--- config.mk ---
export PLATFORM = sky130hd
export DESIGN_NAME = tmr8_ctc_top
export DESIGN_NICKNAME = d
export VERILOG_FILES = /design/src/rtl/tmr8_pkg.sv /design/src/rtl/tmr8_presc.sv /design/src/rtl/tmr8_clksel.sv /design/src/rtl/tmr8_counter.sv /design/src/rtl/tmr8_irq.sv /design/src/rtl/tmr8_ctc_top.sv
export SDC_FILE = /design/constraint.sdc
export NUM_CORES = 1
export LEC_CHECK = 0
export BUFFER_PORTS_ARGS = -buffer_cell sky130_fd_sc_hd__buf_2
export CELL_PAD_IN_SITES_DETAIL_PLACEMENT = 0
export CELL_PAD_IN_SITES_GLOBAL_PLACEMENT = 1
export CORE_MARGIN = 8
export CORE_UTILIZATION = 30
export DETAILED_ROUTE_END_ITERATION = 8
export GPL_ROUTABILITY_DRIVEN = 0
export PLACE_DENSITY_LB_ADDON = 0.12
export SYNTH_ARGS = -nofsm -noshare
export SYNTH_HDL_FRONTEND = slang
export SYNTH_SLANG_ARGS = --single-unit
export TNS_END_PERCENT = 100
--- constraint.sdc ---
create_clock -name clk -period 1.4 [get_ports clk]
set_input_delay 0.14 -clock clk [delete_from_list [all_inputs] [get_ports clk]]
set_output_delay 0.14 -clock clk [all_outputs]
set_load 0.005 [all_outputs]
--- src/rtl/tmr8_pkg.sv ---
package tmr8_pkg;
  localparam int DW    = 8;
  localparam int AW    = 3;
  localparam int NTAP  = 4;
  localparam int TAP_LOG2 [NTAP] = '{3, 6, 8, 10};
  localparam int PSC_W = TAP_LOG2[NTAP-1];
  localparam int TW    = $clog2(NTAP);

  typedef enum logic [2:0] {
    CS_OFF   = 3'd0,
    CS_DIR   = 3'd1,
    CS_TAP0  = 3'd2
  } clksel_e;

  localparam logic [AW-1:0] A_CTRL  = 3'd0;
  localparam logic [AW-1:0] A_COUNT = 3'd1;
  localparam logic [AW-1:0] A_CMP   = 3'd2;
  localparam logic [AW-1:0] A_MASK  = 3'd3;
  localparam logic [AW-1:0] A_FLAGS = 3'd4;
  localparam logic [AW-1:0] A_PSCTL = 3'd5;

  localparam int B_CTC  = 3;
  localparam int B_PSR  = 0;
  localparam int B_HOLD = 7;
endpackage

--- src/rtl/tmr8_presc.sv ---
module tmr8_presc
  import tmr8_pkg::*;
(
  input  logic            clk,
  input  logic            rst_n,
  input  logic            ps_wr,
  input  logic            ps_psr_bit,
  input  logic            ps_hold_bit,
  output logic [NTAP-1:0] tap_hit,
  output logic            psr_q,
  output logic            hold_q
);
  logic [PSC_W-1:0] cnt_q, cnt_d;
  logic             psr_d, hold_d;

  always_comb begin
    cnt_d  = psr_q ? '0 : cnt_q + 1'b1;
    hold_d = ps_wr ? ps_hold_bit : hold_q;
    psr_d  = psr_q;
    if (ps_wr && ps_psr_bit) psr_d = 1'b1;
    else if (!hold_q)        psr_d = 1'b0;
  end

  always_ff @(posedge clk or negedge rst_n) begin
    if (!rst_n) begin
      cnt_q  <= '0;
      psr_q  <= 1'b0;
      hold_q <= 1'b0;
    end else begin
      cnt_q  <= cnt_d;
      psr_q  <= psr_d;
      hold_q <= hold_d;
    end
  end

  for (genvar g = 0; g < NTAP; g++) begin : g_tap
    localparam int LW = TAP_LOG2[g];
    assign tap_hit[g] = (&cnt_q[LW-1:0]) & ~psr_q;
  end


  free_run_chk: assert property (@(posedge clk) disable iff (!rst_n)
    !psr_q |=> cnt_q == $past(cnt_q) + 1'b1);

  psr_hold_chk: assert property (@(posedge clk) disable iff (!rst_n)
    (psr_q && hold_q && !ps_wr) |=> (psr_q && cnt_q == '0));

  psr_self_clr_chk: assert property (@(posedge clk) disable iff (!rst_n)
    (psr_q && !hold_q && !(ps_wr && ps_psr_bit)) |=> !psr_q);
endmodule

--- src/rtl/tmr8_clksel.sv ---
module tmr8_clksel
  import tmr8_pkg::*;
(
  input  logic [2:0]      sel,
  input  logic [NTAP-1:0] tap_hit,
  output logic            tick
);
  logic [2:0] off;

  always_comb begin
    off  = sel - CS_TAP0;
    tick = 1'b0;
    if (sel == CS_DIR)
      tick = 1'b1;
    else if (sel >= CS_TAP0 && {1'b0, sel} < 4'(int'(CS_TAP0) + NTAP))
      tick = tap_hit[off[TW-1:0]];
  end
endmodule

--- src/rtl/tmr8_counter.sv ---
module tmr8_counter
  import tmr8_pkg::*;
(
  input  logic          clk,
  input  logic          rst_n,
  input  logic          tick,
  input  logic          ctc,
  input  logic [DW-1:0] cmp_val,
  input  logic          ld,
  input  logic [DW-1:0] ld_val,
  output logic [DW-1:0] cnt_q,
  output logic          match_ev,
  output logic          ovf_ev
);
  logic [DW-1:0] cnt_d;
  logic          hit;

  always_comb begin
    hit      = (cnt_q == cmp_val);
    match_ev = tick && !ld && hit;
    ovf_ev   = tick && !ld && !ctc && (&cnt_q);
    cnt_d    = cnt_q;
    if (ld)
      cnt_d = ld_val;
    else if (tick)
      cnt_d = (ctc && hit) ? '0 : cnt_q + 1'b1;
  end

  always_ff @(posedge clk or negedge rst_n) begin
    if (!rst_n) cnt_q <= '0;
    else        cnt_q <= cnt_d;
  end


  cnt_load_chk: assert property (@(posedge clk) disable iff (!rst_n)
    ld |=> cnt_q == $past(ld_val));

  cnt_step_chk: assert property (@(posedge clk) disable iff (!rst_n)
    (tick && !ld && !(ctc && cnt_q == cmp_val)) |=> cnt_q == $past(cnt_q) + 8'd1);

  cnt_idle_chk: assert property (@(posedge clk) disable iff (!rst_n)
    (!tick && !ld) |=> $stable(cnt_q));

  ctc_clear_chk: assert property (@(posedge clk) disable iff (!rst_n)
    (tick && !ld && ctc && cnt_q == cmp_val) |=> cnt_q == '0);
endmodule

--- src/rtl/tmr8_irq.sv ---
module tmr8_irq (
  input  logic       clk,
  input  logic       rst_n,
  input  logic       set_cmp,
  input  logic       set_ovf,
  input  logic       clr_cmp,
  input  logic       clr_ovf,
  input  logic       ack,
  input  logic [1:0] mask,
  output logic       cmp_q,
  output logic       ovf_q,
  output logic       irq_cmp,
  output logic       irq_ovf
);
  logic cmp_d, ovf_d;

  always_comb begin
    cmp_d = cmp_q;
    if (set_cmp)              cmp_d = 1'b1;
    else if (clr_cmp || ack)  cmp_d = 1'b0;
    ovf_d = ovf_q;
    if (set_ovf)              ovf_d = 1'b1;
    else if (clr_ovf)         ovf_d = 1'b0;
  end

  always_ff @(posedge clk or negedge rst_n) begin
    if (!rst_n) begin
      cmp_q <= 1'b0;
      ovf_q <= 1'b0;
    end else begin
      cmp_q <= cmp_d;
      ovf_q <= ovf_d;
    end
  end

  assign irq_cmp = cmp_q & mask[0];
  assign irq_ovf = ovf_q & mask[1];


  ack_clr_chk: assert property (@(posedge clk) disable iff (!rst_n)
    (ack && !set_cmp) |=> !cmp_q);

  ovf_set_chk: assert property (@(posedge clk) disable iff (!rst_n)
    set_ovf |=> ovf_q);

  cmp_set_chk: assert property (@(posedge clk) disable iff (!rst_n)
    set_cmp |=> cmp_q);
endmodule

--- src/rtl/tmr8_ctc_top.sv ---
module tmr8_ctc_top
  import tmr8_pkg::*;
(
  input  logic          clk,
  input  logic          rst_n,
  input  logic          bus_wr,
  input  logic [AW-1:0] bus_addr,
  input  logic [DW-1:0] bus_wdata,
  output logic [DW-1:0] bus_rdata,
  input  logic          irq_ack,
  output logic          irq_cmp,
  output logic          irq_ovf
);
  logic [1:0]      rs_q;
  logic            rst_ni;
  logic [2:0]      sel_q, sel_d;
  logic            ctc_q, ctc_d;
  logic [DW-1:0]   cmp_q, cmp_d;
  logic [1:0]      mask_q, mask_d;
  logic [NTAP-1:0] tap_hit;
  logic            psr_q, hold_q, tick;
  logic [DW-1:0]   cnt;
  logic            match_ev, ovf_ev, f_cmp, f_ovf;
  logic            wr_ctrl, wr_count, wr_cmp, wr_mask, wr_flags, wr_psctl;

  always_ff @(posedge clk or negedge rst_n) begin
    if (!rst_n) rs_q <= 2'b00;
    else        rs_q <= {rs_q[0], 1'b1};
  end
  assign rst_ni = rs_q[1];

  always_comb begin
    wr_ctrl  = bus_wr && bus_addr == A_CTRL;
    wr_count = bus_wr && bus_addr == A_COUNT;
    wr_cmp   = bus_wr && bus_addr == A_CMP;
    wr_mask  = bus_wr && bus_addr == A_MASK;
    wr_flags = bus_wr && bus_addr == A_FLAGS;
    wr_psctl = bus_wr && bus_addr == A_PSCTL;
    sel_d    = wr_ctrl ? bus_wdata[2:0]     : sel_q;
    ctc_d    = wr_ctrl ? bus_wdata[B_CTC]   : ctc_q;
    cmp_d    = wr_cmp  ? bus_wdata          : cmp_q;
    mask_d   = wr_mask ? bus_wdata[1:0]     : mask_q;
  end

  always_ff @(posedge clk or negedge rst_ni) begin
    if (!rst_ni) begin
      sel_q  <= CS_OFF;
      ctc_q  <= 1'b0;
      cmp_q  <= '0;
      mask_q <= '0;
    end else begin
      sel_q  <= sel_d;
      ctc_q  <= ctc_d;
      cmp_q  <= cmp_d;
      mask_q <= mask_d;
    end
  end

  tmr8_presc u_presc (
    .clk(clk), .rst_n(rst_ni), .ps_wr(wr_psctl),
    .ps_psr_bit(bus_wdata[B_PSR]), .ps_hold_bit(bus_wdata[B_HOLD]),
    .tap_hit(tap_hit), .psr_q(psr_q), .hold_q(hold_q)
  );

  tmr8_clksel u_sel (.sel(sel_q), .tap_hit(tap_hit), .tick(tick));

  tmr8_counter u_cnt (
    .clk(clk), .rst_n(rst_ni), .tick(tick), .ctc(ctc_q), .cmp_val(cmp_q),
    .ld(wr_count), .ld_val(bus_wdata), .cnt_q(cnt),
    .match_ev(match_ev), .ovf_ev(ovf_ev)
  );

  tmr8_irq u_irq (
    .clk(clk), .rst_n(rst_ni), .set_cmp(match_ev), .set_ovf(ovf_ev),
    .clr_cmp(wr_flags && bus_wdata[0]), .clr_ovf(wr_flags && bus_wdata[1]),
    .ack(irq_ack), .mask(mask_q), .cmp_q(f_cmp), .ovf_q(f_ovf),
    .irq_cmp(irq_cmp), .irq_ovf(irq_ovf)
  );

  always_comb begin
    case (bus_addr)
      A_CTRL:  bus_rdata = {4'b0, ctc_q, sel_q};
      A_COUNT: bus_rdata = cnt;
      A_CMP:   bus_rdata = cmp_q;
      A_MASK:  bus_rdata = {6'b0, mask_q};
      A_FLAGS: bus_rdata = {6'b0, f_ovf, f_cmp};
      A_PSCTL: bus_rdata = {hold_q, 6'b0, psr_q};
      default: bus_rdata = '0;
    endcase
  end


  irq_mask_chk: assert property (@(posedge clk) disable iff (!rst_ni)
    (!mask_q[0] |-> !irq_cmp) and (!mask_q[1] |-> !irq_ovf));

  mask_rst_chk: assert property (@(posedge clk) disable iff (!rst_ni)
    $rose(rst_ni) |-> mask_q == 2'b00);
endmodule

==> key figures, run 1 <==
Pwr
  – Combinational power share: 49.2%
  – Peak VDD IR: 607 uV
  – P_leak: 1.45 nW
  – Pint: 0.00314 W
  – NetSw: 0.00179 W
  – Sequential Power Share: 34.0%
  – Pwr/cell area: 1540 nW/um^2
  – Clock network power share: 16.8%
  – Switching share of power: 36.3%

Timing
  – Slew Viols, Final: 0
  – Final setup fails: 17
  – Fin Clk Skew: 6.99 ps
  – Min Tclk post-route: 1920 ps
  – Fmax: 520 MHz
  – WHS: 89.9 ps
  – RSZ-0062 raised after global routing: true
  – Final Hold Viols: 0
  – Worst setup margin: -522 ps
  – Final Cycle Share: 137%

Yosys
  – #FFs+latches synth: 38
  – Top FF cell, synth: dfrtp_1
  – Post-Synthesis Cells: 211
  – Distinct cells, synth: 46
  – Synth async-reset ratio: 100%
  – Number of synthesized flops with an enable pin: 0
  – Top cells by area, synth: dfrtp_1 44%, mux2_2 7.2%, nor2_1 4.7%
  – Syn_area_per_cell: 10.3 sq um
  – Top-area cell type share of the netlist area: 43.7%
  – Largest area contributor in the netlist: dfrtp_1
  – Yosys warning count: 0
  – Mapped Nets: 229
  – Mapped Area: 2180 sq um
  – Sequential area share after synthesis: 43.7%

Drt
  – Via count: 1980
  – Iter 0 DRT Violations: 102
  – DRT Pass-1 Iters: 4
  – Post-route ant nets: 0
  – Drc violations: 0
  – DR vias/cell: 4.88
  – Routed wire length: 6.34 mm
  – WL per Instance: 15.6 um

Clock tree
  – CTS HTree Levels: 2
  – CTS tree: built
  – Skew-Pair Late Insertion Delay: 300 ps
  – Clk slew on worst S/H paths: 80 ps
  – Clock Path Buffers: 2
  – CTS Buf Count: 5
  – Sink Count: 38
  – Root buf cell: clkbuf_8

Status
  – Outcome: complete, but fails checks
  – Failing checks: setup timing

GRT
  – Largest net degree at the start of global routing: 37
  – First-pass GRT wire length: 10.9 mm
  – GRT Total Usage: 13.6%
  – Vias in the first global route: 2089
  – Antenna violations before repair: 0
  – GR Overflow Total: 0

Worst hold path
  – Min-delay worst type: in2reg
  – Hold path cells: 2
  – Min-delay src: bus_wdata[4]
  – Worst Hold Path EP: cmp_q[4]

Setup path
  – R2R setup slack: -520 ps
  – WS Path Type: reg2reg
  – Worst setup SP type: register
  – Critical Path End Type: register
  – Required time worst endpoint: 1580 ps
  – CP arrival: 2100 ps
  – CP max FO: 9
  – R2r worst-path depth: 7
  – Reg2reg start: u_presc.cnt_q[1]
  – Worst R2R End: u_cnt.cnt_q[6]

Floorplan
  – Die width: 101 um
  – Io pins: 25
  – Die area: 10200 sq um
  – Cell Rows: 31
  – Initial Utilization: 30.5%
  – Total core area: 7140 sq um
  – Die Span Y: 101 um

Final layout
  – Fraction of layout cells with a size suffix above 1: 47.6%
  – Post-route cell area: 3210 sq um
  – Final nets: 324
  – Post-layout util: 45.0%
  – Ant diodes: 0
  – Final Instance Count excl. Fillers: 406
  – Synthesis-to-finish area growth: 47.5%

Placement
  – Post-placement cell area: 2920 sq um
  – PortBufs: 24
  – Placed instance count: 390
  – Post-place setup slack: -534 ps
  – Dpl hpwl: 4.64 mm

Run
  – Max_cap viols: 0
[layer usage]
layer / up-vias / track usage, % / wire, um
met5: - / 0 / 0
met4: 0 / 3.78 / 70
met3: 6 / 2.89 / 253
met2: 36 / 21.0 / 2790
met1: 961 / 18.6 / 3230
li1: 977 / - / -
[flip-flops by register name, summed over array words and instances, names as in the netlist]
register and flops:
u_cnt.cnt_q 8, u_presc.cnt_q 10, cmp_q 8, rs_q 2, ctc_q 1, u_presc.psr_q 1, u_irq.cmp_q 1, u_irq.ovf_q 1
mask_q 2, u_presc.hold_q 1, sel_q 3
[critical path, stage by stage, from the launching register on]
cell	delay, ps
dfrtp_1	400
ha_4	160
ha_4	120
or3b_4	380
a21oi_4	140
a2bb2o_4	280
o31ai_2	220
a31oi_1	110
[cell usage after synthesis, types with 2 or more instances]
library cell / count
a21oi_1: 4
nor2b_1: 6
mux2i_1: 7
o21ai_0: 7
dfrtp_1: 38
mux2_2: 14
a22oi_1: 4
a31oi_1: 14
nor2_1: 27
nand3_1: 9
buf_2: 2
xnor2_1: 3
ha_1: 3
nand4b_1: 7
and3_1: 5
nand2_1: 8
xor2_1: 11
nor4_4: 2
inv_1: 2
o31ai_1: 6
and2_1: 3
clkbuf_1: 5
[area by class of cell]
class	instances	area, sq um
inverter	2	7.51
clock inverter	2	12.5
clock buffer	6	82.6
timing repair buffer	97	722
tap	99	124
multi-input combinational	162	1310
fill	744	3930
sequential	38	953
[logic make-up (layout without fill, tap and decap cells)]
group,Yosys count,count (layout),share of synthesized area (%)
xor gates and xnor gates,14,14,5.63
AOI/OAI and AO/OA,47,47,15.8
and+or+nand+nor,76,76,20.2
adders and majority gates,3,3,1.72
buffers and inverters,11,107,2.36
muxes,21,21,10.5
other,1,1,0.172
DFF,38,38,43.7
[power groups by stage]
| stage | registers [W] | clock network [W] | logic (W) |
|---|---|---|---|
| floorplan | 0.00172 | 0 | 0.00104 |
| global placement | 0.00169 | 0 | 0.00208 |
| detailed placement | 0.00169 | 0 | 0.00209 |
| CTS | 0.00169 | 0.000858 | 0.00228 |
| global route | 0.00172 | 0.000903 | 0.00268 |
| finish | 0.00168 | 0.000827 | 0.00242 |
[how the worst max path moves through the flow]
stage | from | to | slack (ps) | cells after the start
finish | u_presc.cnt_q[1] | u_cnt.cnt_q[6] | -520 | 7
global route | u_presc.cnt_q[1] | u_cnt.cnt_q[6] | -620 | 7
CTS | u_presc.cnt_q[1] | u_cnt.cnt_q[2] | -530 | 7
detailed placement | u_presc.cnt_q[1] | u_cnt.cnt_q[2] | -530 | 8
global placement | u_presc.cnt_q[1] | u_cnt.cnt_q[5] | -530 | 7
floorplan | u_presc.cnt_q[0] | u_cnt.cnt_q[2] | -520 | 8
[timing repair]
action,4_1_cts,5_1_grt
endpoints found under the hold margin,2,0
hold buffers,1,0
setup buffers,4,4
pin swaps,6,2
resized for setup,19,14
setup endpoints to repair,16,22
[layout by cell type, fill, tap and decap left out, drive strengths merged, types with 3 or more instances in the layout]
master  instances
mux2i           7
xnor2           3
buf            96
nand3           9
a22oi           4
a31oi          14
and3            5
nor2           27
mux2           14
xor2           11
clkbuf          6
o21ai           7
ha              3
nand4b          7
a21oi           5
nand2           8
dfrtp          38
nor2b           6
o31ai           6
and2            4
[through the flow]
stage                     TNS (ps)  total power [W]
after floorplan              -4910          0.00276
after global placement       -4940          0.00378
after detailed placement     -5220          0.00378
after CTS                    -5300          0.00482
after global routing         -6990          0.00530
final                        -5220          0.00493
No activity file was read; power rests on OpenSTA's default activity.
==> run 2, diff against run 1 <==
--- a/config.mk
+++ b/config.mk
@@ -10,6 +10,7 @@
 export CELL_PAD_IN_SITES_GLOBAL_PLACEMENT = 1
 export CORE_MARGIN = 8
 export CORE_UTILIZATION = 30
+export CTS_CLUSTER_SIZE = 12
 export DETAILED_ROUTE_END_ITERATION = 8
 export GPL_ROUTABILITY_DRIVEN = 0
 export PLACE_DENSITY_LB_ADDON = 0.12
==> constraint.sdc (replaced) <==
create_clock -name clk -period 1.9 [get_ports clk]
set_input_delay 0.19 -clock clk [delete_from_list [all_inputs] [get_ports clk]]
set_output_delay 0.19 -clock clk [all_outputs]
set_load 0.005 [all_outputs]
==> run 2 against run 1 <==
The run still ends with setup timing left. Power is 37% lower. Non-clock buffer count is 49 lower. Via count is 9.6% lower. Critical path type unchanged. Critical endpoint is now u_cnt.cnt_q[5].
==> key figures, run 2 (synthesized netlist as in run 1, its figures left out) <==
Status
  – Outcome: complete, but fails checks (unchanged)
  – Failing checks: setup timing (unchanged)

Timing
  – Final Hold Viols: 0 (unchanged)
  – Slew Viols, Final: 0 (unchanged)
  – Final Cycle Share: 100% (was 137%)
  – Min Tclk post-route: 1910 ps (was 1920 ps)
  – Worst setup margin: -5.85 ps (was -522 ps)
  – Setup TNS: -10.9 ps (was -5220 ps)
  – Fmax: 525 MHz (was 520 MHz)
  – Fin Clk Skew: 5.27 ps (was 6.99 ps)
  – Final setup fails: 4 (was 17)
  – RSZ-0062 raised after global routing: true (unchanged)

Drt
  – Iter 0 DRT Violations: 106 (was 102)
  – Drc violations: 0 (unchanged)
  – Via count: 1790 (was 1980)
  – Routed wire length: 5.86 mm (was 6.34 mm)
  – WL per Instance: 16.4 um (was 15.6 um)
  – Post-route ant nets: 0 (unchanged)
  – DR vias/cell: 5.01 (was 4.88)
  – DRT Pass-1 Iters: 4 (unchanged)

Clock tree
  – CTS Buf Count: 5 (unchanged)
  – Post-CTS setup buffers: 0 (was 4)
  – Root buf cell: clkbuf_8 (unchanged)
  – Clock Path Buffers: 2 (unchanged)
  – CTS tree: built (unchanged)
  – Clk slew on worst S/H paths: 80 ps (about the same)
  – Skew-Pair Late Insertion Delay: 290 ps (was 300 ps)
  – Sink Count: 38 (unchanged)
  – CTS HTree Levels: 2 (unchanged)

Setup path
  – Worst Setup EP: u_cnt.cnt_q[5] (was u_cnt.cnt_q[6])
  – Worst R2R End: u_cnt.cnt_q[5] (was u_cnt.cnt_q[6])
  – CP arrival: 2070 ps (was 2100 ps)
  – Critical Path End Type: register (unchanged)
  – Critical Path Start: u_presc.cnt_q[1] (unchanged)
  – Reg2reg start: u_presc.cnt_q[1] (unchanged)
  – CP max FO: 9 (unchanged)
  – WS Path Type: reg2reg (unchanged)
  – Worst setup SP type: register (unchanged)
  – R2r worst-path depth: 7 (unchanged)
  – R2R setup slack: -6 ps (was -520 ps)
  – Required time worst endpoint: 2070 ps (was 1580 ps)

Floorplan
  – Total core area: 7140 sq um (unchanged)
  – Die Span Y: 101 um (unchanged)
  – Cell Rows: 31 (unchanged)
  – Die width: 101 um (unchanged)
  – Die area: 10200 sq um (unchanged)
  – Initial Utilization: 30.5% (unchanged)
  – Io pins: 25 (unchanged)

Pwr
  – Pint: 0.00195 W (was 0.00314 W)
  – NetSw: 0.00116 W (was 0.00179 W)
  – Sequential Power Share: 40.7% (was 34.0%)
  – Peak VDD IR: 398 uV (was 607 uV)
  – Clock network power share: 19.4% (was 16.8%)
  – Combinational power share: 39.9% (was 49.2%)
  – Pwr/cell area: 1150 nW/um^2 (was 1540 nW/um^2)
  – Switching share of power: 37.3% (was 36.3%)
  – P_leak: 1.16 nW (was 1.45 nW)

Final layout
  – Commonest non-fill, non-tap cell in the layout: dfrtp_1 (was buf_4)
  – Fraction of layout cells with a size suffix above 1: 31.0% (was 47.6%)
  – Max reg flops: 10 (unchanged)
  – Final nets: 275 (was 324)
  – Largest register by flop count: u_presc.cnt_q (unchanged)
  – Largest regs: u_presc.cnt_q x10, cmp_q x8, u_cnt.cnt_q x8 (unchanged)
  – # fillers: 760 (was 744)
  – Most frequent cells in the layout: 38 x dfrtp_1, 27 x nor2_1, 24 x buf_2 (was 63 x buf_4, 36 x dfrtp_1, 26 x nor2_1)
  – Post-route cell area: 2700 sq um (was 3210 sq um)
  – Ant diodes: 0 (unchanged)
  – Synthesis-to-finish area growth: 24.1% (was 47.5%)

Worst hold path
  – Min-delay worst type: in2reg (unchanged)

Placement
  – Dpl hpwl: 4.25 mm (was 4.64 mm)
  – PortBufs: 24 (unchanged)
  – Post-placement cell area: 2590 sq um (was 2920 sq um)
  – Post-place setup slack: -11.0 ps (was -534 ps)

GRT
  – Largest net degree at the start of global routing: 37 (unchanged)
  – GRT Total Usage: 12.3% (was 13.6%)
  – GR Overflow Total: 0 (unchanged)
  – Antenna violations before repair: 0 (unchanged)
  – First-pass GRT wire length: 9.69 mm (was 10.9 mm)
  – Vias in the first global route: 1836 (was 2089)

Run
  – Max_cap viols: 0 (unchanged)
## run 2: power groups by stage
stage          Clock, W  Sequential, W  Combinational (W)
2_1_floorplan         0        0.00127           0.000766
3_3_place_gp          0        0.00128            0.00122
3_5_place_dp          0        0.00128            0.00122
4_1_cts        0.000627        0.00127            0.00124
5_1_grt        0.000653        0.00130            0.00138
6_report       0.000604        0.00127            0.00124
## run 2: layout make-up
| class | instances | area, sq um | area share, % |
|---|---|---|---|
| repair buffers | 48 | 315 | 11.7 |
| clock buffers | 6 | 82.6 | 3.06 |
| multi-input cells | 162 | 1210 | 44.8 |
| flip-flops and latches | 38 | 951 | 35.2 |
| inverters | 2 | 7.51 | 0.278 |
| well taps | 99 | 124 | 4.58 |
| clock inverters | 2 | 12.5 | 0.463 |
## run 2: timing repair
action / in CTS / in global routing
hold buffers: 1 / 0
hold endpoints to repair: 2 / 0
gates resized for setup: 1 / 1
endpoints found under the setup margin: 6 / 10
## run 2: per-stage QoR
| stage | power (W) | instances | util (%) | hold WS (ps) |
|---|---|---|---|---|
| detailed placement | 0.00251 | 348 | 36.3 | -23.7 |
| floorplan | 0.00203 | 211 | - | -106 |
| global placement | 0.00250 | 348 | 36.3 | -24.7 |
| CTS | 0.00314 | 357 | 37.8 | 134 |
| finish | 0.00311 | 357 | 37.9 | 144 |
| global route | 0.00334 | 357 | 37.9 | 146 |
## run 2: routing by layer
layer	routed length, um	GRT usage (%)	share of wire, %
met1	2880	15.9	49
met4	67	3.78	1.1
met3	322	3.02	5.5
met2	2590	19.5	44
met5	0	0	0
## run 2: worst min-delay path by stage
stage / start / to / slack, ps / cells past startpoint
2_1_floorplan: rst_n / rs_q[0] / -110 / 0
3_3_place_gp: rst_n / rs_q[0] / -20 / 1
3_5_place_dp: rst_n / rs_q[1] / -20 / 1
4_1_cts: bus_wdata[6] / cmp_q[6] / 130 / 2
5_1_grt: bus_wdata[4] / cmp_q[4] / 150 / 2
6_report: bus_wdata[6] / cmp_q[6] / 140 / 2
## run 2: worst max-delay path, cell delays in order, from the launching register on
cell	delay (ps)
dfrtp_1	400
ha_4	160
ha_4	120
or3b_1	350
a21oi_2	160
a2bb2o_4	280
o31ai_1	200
a31oi_1	110
==> run 3, diff against run 2 <==
--- a/config.mk
+++ b/config.mk
@@ -9,11 +9,12 @@
 export CELL_PAD_IN_SITES_DETAIL_PLACEMENT = 0
 export CELL_PAD_IN_SITES_GLOBAL_PLACEMENT = 1
 export CORE_MARGIN = 8
-export CORE_UTILIZATION = 30
+export CORE_UTILIZATION = 45
 export CTS_CLUSTER_SIZE = 12
 export DETAILED_ROUTE_END_ITERATION = 8
 export GPL_ROUTABILITY_DRIVEN = 0
 export PLACE_DENSITY_LB_ADDON = 0.12
+export SKIP_LAST_GASP = 1
 export SYNTH_ARGS = -nofsm -noshare
 export SYNTH_HDL_FRONTEND = slang
 export SYNTH_SLANG_ARGS = --single-unit
==> run 3 against run 2 <==
The run still ends with setup timing left. Final area decreased by 1.6%. Maximum frequency shrank 2.9%. Power decreased by 0.35%. Clock-buffer cell count did not move. Non-clock buffer count fell by 4. Largest cell class unchanged.
==> key figures, run 3 (synthesized netlist as in run 1, its figures left out) <==
Status
  – Outcome: complete, but fails checks (unchanged)
  – Failing checks: setup timing (unchanged)

Timing
  – Fin Clk Skew: 4.63 ps (was 5.27 ps)
  – WHS: 160 ps (was 144 ps)
  – Worst setup margin: -62.1 ps (was -5.85 ps)
  – Setup TNS: -240 ps (was -10.9 ps)
  – Slew Viols, Final: 0 (unchanged)
  – Min Tclk post-route: 1960 ps (was 1910 ps)
  – RSZ-0062 raised after global routing: true (unchanged)
  – Final setup fails: 6 (was 4)
  – Final Hold Viols: 0 (unchanged)
  – Final Cycle Share: 103% (was 100%)
  – Fmax: 510 MHz (was 525 MHz)

Run
  – Max_cap viols: 0 (unchanged)

Drt
  – DRT Pass-1 Iters: 4 (unchanged)
  – Routed wire length: 5.39 mm (was 5.86 mm)
  – Post-route ant nets: 0 (unchanged)
  – Iter 0 DRT Violations: 78 (was 106)
  – Via count: 1823 (was 1790)
  – DR vias/cell: 5.94 (was 5.01)
  – Drc violations: 0 (unchanged)
  – WL per Instance: 17.6 um (was 16.4 um)

Clock tree
  – Skew-Pair Late Insertion Delay: 290 ps (about the same)
  – Clock Path Buffers: 2 (unchanged)
  – CTS Buf Count: 5 (unchanged)
  – Clk slew on worst S/H paths: 70 ps (was 80 ps)
  – CTS tree: built (unchanged)
  – CTS HTree Levels: 2 (unchanged)
  – Root buf cell: clkbuf_8 (unchanged)
  – Sink Count: 38 (unchanged)

Setup path
  – WS Path Type: reg2reg (unchanged)
  – Required time worst endpoint: 2050 ps (was 2070 ps)
  – Worst setup SP type: register (unchanged)
  – CP arrival: 2110 ps (was 2070 ps)
  – Critical Path End Type: register (unchanged)
  – CP max FO: 5 (was 9)

Worst hold path
  – Min-delay worst type: in2reg (unchanged)

GRT
  – Antenna violations before repair: 0 (unchanged)
  – Largest net degree at the start of global routing: 37 (unchanged)
  – Vias in the first global route: 1785 (was 1836)
  – GRT Total Usage: 15.0% (was 12.3%)
  – Grt met1 use: 20.1% (was 15.9%)
  – GR Overflow Total: 0 (unchanged)
  – Grt met3 use: 4.49% (was 3.02%)
  – First-pass GRT wire length: 8.74 mm (was 9.69 mm)
  – Most Used Layer, Global Route: met2 (unchanged)
  – Met2 usage: 22.7% (was 19.5%)

Floorplan
  – Initial Utilization: 46.4% (was 30.5%)
  – Die Span Y: 85.6 um (was 101 um)
  – Cell Rows: 25 (was 31)
  – Io pins: 25 (unchanged)
  – Die width: 85.6 um (was 101 um)
  – Total core area: 4690 sq um (was 7140 sq um)
  – Die area: 7320 sq um (was 10200 sq um)

Placement
  – Placed instance count: 299 (was 348)
  – PortBufs: 24 (unchanged)
  – Dpl hpwl: 3.85 mm (was 4.25 mm)
  – Post-place setup slack: -13.5 ps (was -11.0 ps)

Final layout
  – Most frequent cells in the layout: 38 x dfrtp_1, 26 x nor2_1, 24 x buf_2 (was 38 x dfrtp_1, 27 x nor2_1, 24 x buf_2)
  – Commonest non-fill, non-tap cell in the layout: dfrtp_1 (unchanged)
  – Synthesis-to-finish area growth: 22.1% (was 24.1%)
  – Largest register by flop count: u_presc.cnt_q (unchanged)
  – Max reg flops: 10 (unchanged)
  – Final Instance Count excl. Fillers: 307 (was 357)
  – Ant diodes: 0 (unchanged)
  – Final nets: 272 (was 275)
  – Fraction of layout cells with a size suffix above 1: 32.4% (was 31.0%)
  – Largest regs: u_presc.cnt_q x10, cmp_q x8, u_cnt.cnt_q x8 (unchanged)

Pwr
  – Peak VDD IR: 516 uV (was 398 uV)
  – P_leak: 1.16 nW (about the same)
  – Overall power: 0.00310 W (was 0.00311 W)
  – Pwr/cell area: 1170 nW/um^2 (was 1150 nW/um^2)
-- run 3: cell count changes in the layout (fill, tap and decap cells not counted), moves of 2 or more --
cell | previous run | this run
buf_4 | 22 | 19
o21ai_0 | 7 | 5
o31ai_1 | 4 | 1
o31ai_2 | 2 | 5
-- run 3: cell type report --
class                   count  area, sq um
clock buffers               6         82.6
fillers                   433         2030
inverters                   2         7.51
multi-input cells         163         1280
flip-flops and latches     38          951
well taps                  54         67.6
repair buffers             44          273
-- run 3: worst paths after layout --
| path | start | end | slack (ps) | depth (start not counted) |
|---|---|---|---|---|
| worst max-delay path | u_presc.cnt_q[0] | u_cnt.cnt_q[2] | -60 | 7 |
| worst min-delay path | bus_wdata[6] | cmp_q[6] | 160 | 2 |
| worst max register to register | u_presc.cnt_q[0] | u_cnt.cnt_q[2] | -60 | 7 |
| worst min register to register | rs_q[1] | ctc_q | 280 | 1 |
| max in group asynchronous | rs_q[1] | sel_q[0] | 1290 | 1 |
| min in group asynchronous | rst_n | rs_q[0] | 200 | 2 |
-- run 3: worst max-delay path: stages (launching register included) --
cell	delay [ps]
dfrtp_1	390
ha_4	160
ha_4	110
or3b_4	380
a21oi_4	220
a2bb2o_4	270
o31ai_2	180
a31oi_1	110
-- run 3: per-stage QoR --
| stage | cell area (sq um) | utilization (%) |
|---|---|---|
| after floorplan | 2200 | - |
| after global placement | 2490 | 53.0 |
| after detailed placement | 2490 | 53.0 |
| after CTS | 2590 | 55.1 |
| after global routing | 2660 | 56.7 |
| final | 2660 | 56.7 |
-- run 3: report_power, final --
| group | total, W | switching (W) | internal, W |
|---|---|---|---|
| logic | 0.00128 | 0.000647 | 0.000634 |
| registers | 0.00128 | 0.000241 | 0.00103 |
| clock network | 0.000543 | 0.000263 | 0.000280 |
| total | 0.00310 | 0.00115 | 0.00195 |
-- run 3: routing by layer --
layer | part of all wire, % | up-vias
met3 | 7.5 | 10
met4 | 1.2 | 0
met2 | 46 | 65
met1 | 46 | 882
li1 | - | 866
met5 | 0 | -
-- run 3: what timing repair did --
action,in CTS,in global routing
endpoints found under the setup margin,3,10
gates resized for setup,1,14
buffers inserted,0,0
hold buffers,1,0
cloned,0,1
hold endpoints to repair,2,0
pin swaps,0,6
